--- src/rtl/gpio_port_pkg.sv ---
package gpio_port_pkg;
   typedef enum logic [1:0] {
      MODE_SINGLE   = 2'd0,
      MODE_EXPANDED = 2'd1,
      MODE_PERIPH   = 2'd2,
      MODE_PERIPH_B = 2'd3
   } port_mode_e;

   localparam int unsigned OFS_DATA  = 0;
   localparam int unsigned OFS_DIR   = 1;
   localparam int unsigned OFS_CTRL  = 2;
   localparam int unsigned OFS_DRIVE = 3;
   localparam int unsigned NUM_REGS  = 4;
endpackage

--- src/rtl/gpio_in_sync.sv ---
module gpio_in_sync #(
   parameter int unsigned WIDTH  = 8,
   parameter int unsigned STAGES = 2
) (
   input  logic             clk,
   input  logic             rst_n,
   input  logic [WIDTH-1:0] raw_in,
   output logic [WIDTH-1:0] sync_out
);
   logic [WIDTH-1:0] chain_q [STAGES];

   genvar s;
   generate
      for (s = 0; s < STAGES; s++) begin : g_stage
         always_ff @(posedge clk or negedge rst_n) begin
            if (!rst_n)      chain_q[s] <= '0;
            else if (s == 0) chain_q[s] <= raw_in;
            else             chain_q[s] <= chain_q[(s == 0) ? 0 : s-1];
         end
      end
   endgenerate

   assign sync_out = chain_q[STAGES-1];
endmodule

--- src/rtl/gpio_regfile.sv ---
module gpio_regfile
   import gpio_port_pkg::*;
#(
   parameter int unsigned WIDTH  = 8,
   parameter int unsigned ADDR_W = 3
) (
   input  logic              clk,
   input  logic              rst_n,
   input  logic              claimed,
   input  logic              drive_visible,
   input  logic [ADDR_W-1:0] addr,
   input  logic              wr,
   input  logic [WIDTH-1:0]  wdata,
   input  logic [WIDTH-1:0]  pin_sync,
   output logic [WIDTH-1:0]  data_q,
   output logic [WIDTH-1:0]  dir_q,
   output logic              pull_en_q,
   output logic              drive_q,
   output logic [WIDTH-1:0]  rdata
);
   logic hit_data, hit_dir, hit_ctrl, hit_drive;
   logic drive_lock_q;

   assign hit_data  = !claimed && (addr == ADDR_W'(OFS_DATA));
   assign hit_dir   = !claimed && (addr == ADDR_W'(OFS_DIR));
   assign hit_ctrl  = (addr == ADDR_W'(OFS_CTRL));
   assign hit_drive = drive_visible && (addr == ADDR_W'(OFS_DRIVE));

   always_ff @(posedge clk or negedge rst_n) begin
      if (!rst_n) begin
         data_q       <= '0;
         dir_q        <= '0;
         pull_en_q    <= 1'b0;
         drive_q      <= 1'b0;
         drive_lock_q <= 1'b0;
      end else if (wr) begin
         if (hit_data) data_q    <= wdata;
         if (hit_dir)  dir_q     <= wdata;
         if (hit_ctrl) pull_en_q <= wdata[0];
         if (hit_drive && !drive_lock_q) begin
            drive_q      <= wdata[0];
            drive_lock_q <= 1'b1;
         end
      end
   end

   always_comb begin
      rdata = '0;
      if (hit_data)  rdata = (dir_q & data_q) | (~dir_q & pin_sync);
      if (hit_dir)   rdata = dir_q;
      if (hit_ctrl)  rdata[0] = pull_en_q;
      if (hit_drive) rdata[0] = drive_q;
   end

   p_lock_sticky_r7: assert property (@(posedge clk) disable iff (!rst_n)
      drive_lock_q |=> drive_lock_q);
   p_drive_frozen_r7: assert property (@(posedge clk) disable iff (!rst_n)
      drive_lock_q |=> $stable(drive_q));
   p_dir_hidden_r4: assert property (@(posedge clk) disable iff (!rst_n)
      (claimed && wr) |=> $stable(dir_q) && $stable(data_q));
   p_drive_hidden_r8: assert property (@(posedge clk) disable iff (!rst_n)
      !drive_visible |=> $stable(drive_lock_q));
endmodule

--- src/rtl/gpio_pad_ctl.sv ---
module gpio_pad_ctl #(
   parameter int unsigned WIDTH = 8
) (
   input  logic             claimed,
   input  logic [WIDTH-1:0] dir_q,
   input  logic [WIDTH-1:0] data_q,
   input  logic             pull_en,
   output logic [WIDTH-1:0] pin_oe,
   output logic [WIDTH-1:0] pin_out,
   output logic [WIDTH-1:0] pin_pull
);
   genvar i;
   generate
      for (i = 0; i < WIDTH; i++) begin : g_pin
         assign pin_oe[i]   = !claimed && dir_q[i];
         assign pin_out[i]  = data_q[i];
         assign pin_pull[i] = !claimed && pull_en && !dir_q[i];
      end
   endgenerate
endmodule

--- src/rtl/gpio_mode_port.sv ---
module gpio_mode_port
   import gpio_port_pkg::*;
#(
   parameter int unsigned WIDTH       = 8,
   parameter int unsigned ADDR_W      = 3,
   parameter int unsigned SYNC_STAGES = 2
) (
   input  logic              clk,
   input  logic              rst_n,
   input  logic [1:0]        mode,
   input  logic [ADDR_W-1:0] bus_addr,
   input  logic              bus_wr,
   input  logic [WIDTH-1:0]  bus_wdata,
   output logic [WIDTH-1:0]  bus_rdata,
   input  logic [WIDTH-1:0]  pin_in,
   output logic [WIDTH-1:0]  pin_oe,
   output logic [WIDTH-1:0]  pin_out,
   output logic [WIDTH-1:0]  pin_pull,
   output logic              drive_reduced,
   output logic              bus_claimed
);
   localparam int unsigned MIN_ADDR_W = $clog2(NUM_REGS);

   generate
      if (WIDTH < 1 || WIDTH > 32) begin : g_bad_width
         $error("gpio_mode_port: WIDTH must be 1..32");
      end
      if (ADDR_W < MIN_ADDR_W) begin : g_bad_addr
         $error("gpio_mode_port: ADDR_W too small for register map");
      end
      if (SYNC_STAGES < 2) begin : g_bad_sync
         $error("gpio_mode_port: SYNC_STAGES must be at least 2");
      end
   endgenerate

   port_mode_e       mode_e;
   logic             claimed, drive_visible;
   logic [WIDTH-1:0] pin_sync, data_q, dir_q;
   logic             pull_en_q, drive_q;

   assign mode_e        = port_mode_e'(mode);
   assign claimed       = (mode_e != MODE_SINGLE);
   assign drive_visible = (mode_e == MODE_SINGLE) || (mode_e == MODE_EXPANDED);

   gpio_in_sync #(.WIDTH(WIDTH), .STAGES(SYNC_STAGES)) u_sync (
      .clk(clk), .rst_n(rst_n), .raw_in(pin_in), .sync_out(pin_sync));

   gpio_regfile #(.WIDTH(WIDTH), .ADDR_W(ADDR_W)) u_regs (
      .clk(clk), .rst_n(rst_n), .claimed(claimed), .drive_visible(drive_visible),
      .addr(bus_addr), .wr(bus_wr), .wdata(bus_wdata), .pin_sync(pin_sync),
      .data_q(data_q), .dir_q(dir_q), .pull_en_q(pull_en_q), .drive_q(drive_q),
      .rdata(bus_rdata));

   gpio_pad_ctl #(.WIDTH(WIDTH)) u_pad (
      .claimed(claimed), .dir_q(dir_q), .data_q(data_q), .pull_en(pull_en_q),
      .pin_oe(pin_oe), .pin_out(pin_out), .pin_pull(pin_pull));

   assign drive_reduced = drive_q;
   assign bus_claimed   = claimed;

   always @(posedge clk) begin
      if (!rst_n) begin
         p_reset_quiet_r1: assert (pin_oe == '0 && pin_pull == '0 && drive_reduced == 1'b0);
      end
   end

   p_claim_no_drive_r4: assert property (@(posedge clk) disable iff (!rst_n)
      bus_claimed |-> (pin_oe == '0));
   p_pull_inputs_only_r5: assert property (@(posedge clk) disable iff (!rst_n)
      (pin_pull & pin_oe) == '0);
   p_pull_claimed_r6: assert property (@(posedge clk) disable iff (!rst_n)
      bus_claimed |-> (pin_pull == '0));
endmodule

--- config.mk ---
export PLATFORM = sky130hd
export DESIGN_NAME = gpio_mode_port
export DESIGN_NICKNAME = d
export VERILOG_FILES = /design/src/rtl/gpio_port_pkg.sv /design/src/rtl/gpio_in_sync.sv /design/src/rtl/gpio_regfile.sv /design/src/rtl/gpio_pad_ctl.sv /design/src/rtl/gpio_mode_port.sv
export SDC_FILE = /design/constraint.sdc
export NUM_CORES = 1
export LEC_CHECK = 0
export ABC_AREA = 1
export BUFFER_PORTS_ARGS = -buffer_cell sky130_fd_sc_hd__buf_4
export CAP_MARGIN = 20
export CORE_MARGIN = 3
export CORE_UTILIZATION = 45
export CTS_CLUSTER_DIAMETER = 200
export DETAILED_ROUTE_END_ITERATION = 10
export GPL_ROUTABILITY_DRIVEN = 0
export PLACE_DENSITY = 0.85
export SLEW_MARGIN = 20
export SYNTH_ARGS = -nofsm -noshare
export SYNTH_HDL_FRONTEND = slang
export SYNTH_SLANG_ARGS = --single-unit
--- constraint.sdc ---
create_clock -name clk -period 1.1 [get_ports clk]
set_clock_uncertainty 0.05 [all_clocks]
set_input_delay 0.055 -clock clk [delete_from_list [all_inputs] [get_ports clk]]
set_output_delay 0.055 -clock clk [all_outputs]
set_load 0.01 [all_outputs]
==> metrics <==
Syn Inst Count=182; cell depth of the worst hold path=5; overall power=approximately 3500 uW; Pre-antenna DRT Iters=4; min-delay worst type=input port to register; Setup Crit Path Kind=register to output pin; Final Max Tran Viols=0; final instance area=2670 um2; post-synth top area share=0.563; CP most frequent cell=nand2_1; pwr/cell area=roughly 1300 nW/um2; failing checks=negative setup slack; Fmax=around 740 MHz; VDD IR-drop max=1020 uV; syn_nets=slightly above 200; RSZ-0062 raised after global routing=yes; grt ovf=0; DR WL/cell=approximately 13 um; ant diodes=0; DRC Markers=0; Ports=58; clk root buf=clkbuf_4; Hold Crit Endpoint=u_regs.drive_q; CP endpoint kind=output pin; drt total wl=4.38 mm; Hold Fails Final Rpt=0; register cell area after layout=876 um2; Routed Antenna Nets=0; largest area contributor in the netlist=dfrtp_1; H-tree depth=2; vias per cell=4.68; via count=1,568; first-pass GRT wire length=6.95 mm; Final HPWL DP=2.68 mm; R2R setup slack=0.23 ns; Clock transition at path regs=~0.10 ns; Req. time, crit path=1.00 ns; Final Net Count=314; initial antenna violation count=0; Worst Hold Slack=0.0471 ns; minimum clock period=approximately 1.4 ns; dpl ws=-0.0300 ns; largest cells by area after synthesis=dfrtp_1, nand2_1, inv_1; critical path launch point type=register; R2R Path End=u_regs.pull_en_q; FF+latch count, synth=35; synth unique cells=16; syn avg cell area=8.55 um2; Clk Latency, worst-skew pair=0.34 ns; Core Region=between 3000 and 4000 um2; clk buf depth=2; Top FF cell, synth=dfrtp_1; Layout area overhead=71.6%; CTS sink cnt=35; largest net degree at the start of global routing=36; Max Cap Viol=0; total CTS buffers=5; worst r2r src=u_regs.pull_en_q; Fill cells=190; Slew HR=0.714; Die Wd=64.8 um; die area=4200 um2; setup violators final=23; Period Utilization, post-route=1.23; register area share after synthesis=0.563; Placed Area=2120 um2; GRT Total Usage=0.225; Ys Warns=0; TritonCTS clock tree=yes; Port Buffers=57; outcome=finished, violations left; Slew @ Worst Pin=0.429 ns; final std cells w/o fill=335; number of synthesized flops with an enable pin=0; starting density of the core=0.489; CP Max Fanout=5; crit path DAT=1.25 ns; Critical Path, Cell by Cell=inv_2 -> nand2_1 -> nand2_1 -> nand2_1 -> nand4_1 -> buf_4; Post-Syn Area=1560 um2; Synth async-reset ratio=1.00; LEAKAGE=0.00140 uW; layout cells sized above 1=0.485; largest incremental delay on the critical path=~0.44 ns; Die Ht=~65 um; initial DRC count=60; Slowest-stage cell, CP=dfrtp_1; Reg2Reg Depth=3; PnR worst setup slack=-0.258 ns; area of the multi-input gates=672 um2; hold_sp=bus_addr[0]; # rows=20; top cells by count, synth=nand2_1, dfrtp_1, inv_1; most frequent cell after synthesis=nand2_1; Cells after DPL=291; number of global-route vias before repair=1,527
metrics by stage:
stage | util | TNS (ns)
6_report | 0.840 | -3.72
5_1_grt | 0.840 | -5.42
4_1_cts | 0.799 | -3.48
3_5_place_dp | 0.667 | -0.0971
3_3_place_gp | 0.667 | -0.0368
2_1_floorplan | - | 0
worst max-delay path by stage:
| stage | startpoint | end | cells after the start |
|---|---|---|---|
| final | u_regs.dir_q[0] | bus_rdata[0] | 6 |
| after global routing | u_regs.dir_q[0] | bus_rdata[0] | 6 |
| after CTS | u_regs.dir_q[0] | bus_rdata[0] | 6 |
| after detailed placement | mode[0] | u_regs.data_q[5] | 8 |
| after global placement | mode[0] | bus_rdata[6] | 8 |
| after floorplan | mode[0] | u_regs.dir_q[1] | 7 |
layout by cell type (no fill, tap or decap):
| master | n |
|---|---|
| o21ai_2 | 11 |
| nand2_4 | 3 |
| nand3_1 | 3 |
| o21ai_0 | 1 |
| clkbuf_8 | 1 |
| nand2_1 | 70 |
| o21ai_1 | 4 |
| nand4_1 | 3 |
| bufinv_16 | 1 |
| nor2_2 | 13 |
| dlygate4sd3_1 | 20 |
| nor2_1 | 1 |
| inv_2 | 11 |
| nor2_4 | 8 |
| nand2_2 | 3 |
| clkinv_2 | 1 |
| inv_1 | 13 |
| dfrtp_1 | 35 |
| clkbuf_4 | 5 |
| buf_6 | 13 |
| nor3_4 | 1 |
| buf_12 | 2 |
| buf_4 | 67 |
| nand3_2 | 1 |
report_power, final:
group / switching [uW] / total [uW] / leakage [uW] / internal, uW
Combinational: 460 / 980 / 0.000926 / 520
Sequential: 124 / 1550 / 0.000429 / 1430
Clock: 429 / 966 / 0.0000482 / 537
Total: 1010 / 3500 / 0.00140 / 2490
flip-flops by register name, summed over array words and instances, names as in the netlist:
signal,flops
u_regs.data_q,8
u_regs.dir_q,8
u_sync.chain_q,8
u_sync.sync_out,8
u_regs.drive_lock_q,1
u_regs.drive_q,1
u_regs.pull_en_q,1
cell families after synthesis:
kind of cell           Yosys count  synth area share
AO/OA/AOI/OAI                   16            0.0708
flip-flops                      35             0.563
buffers and inverters           25            0.0652
AND/OR/NAND/NOR                106             0.301
worst max-delay path: cells and delay by family, from the launching register on:
kind,cells,cell delay (ns)
DFF,1,0.44
and+or+nand+nor,4,0.25
buffers and inverters,2,0.22
final cells by class:
type	instances	share of cell area
Clock buffer	6	0.0192
Clock inverter	2	0.0131
Inverter	24	0.0338
Multi-Input combinational cell	122	0.252
Sequential cell	35	0.328
Tap cell	44	0.0206
Timing Repair Buffer	102	0.333
repair_timing:
action	4_1_cts	5_1_grt
endpoints found under the hold margin	62	0
hold buffers	20	0
pin swaps	12	11
gates resized for setup	30	27
setup endpoints to repair	24	25
buffers inserted	12	4
routing by layer:
metal,GRT usage,part of all wire,vias up
met1,0.250,0.39,741
met5,0,0,-
li1,-,-,772
met3,0.0416,0.048,10
met2,0.415,0.54,45
met4,0.0950,0.019,0
(Power assumes the default switching activity.)
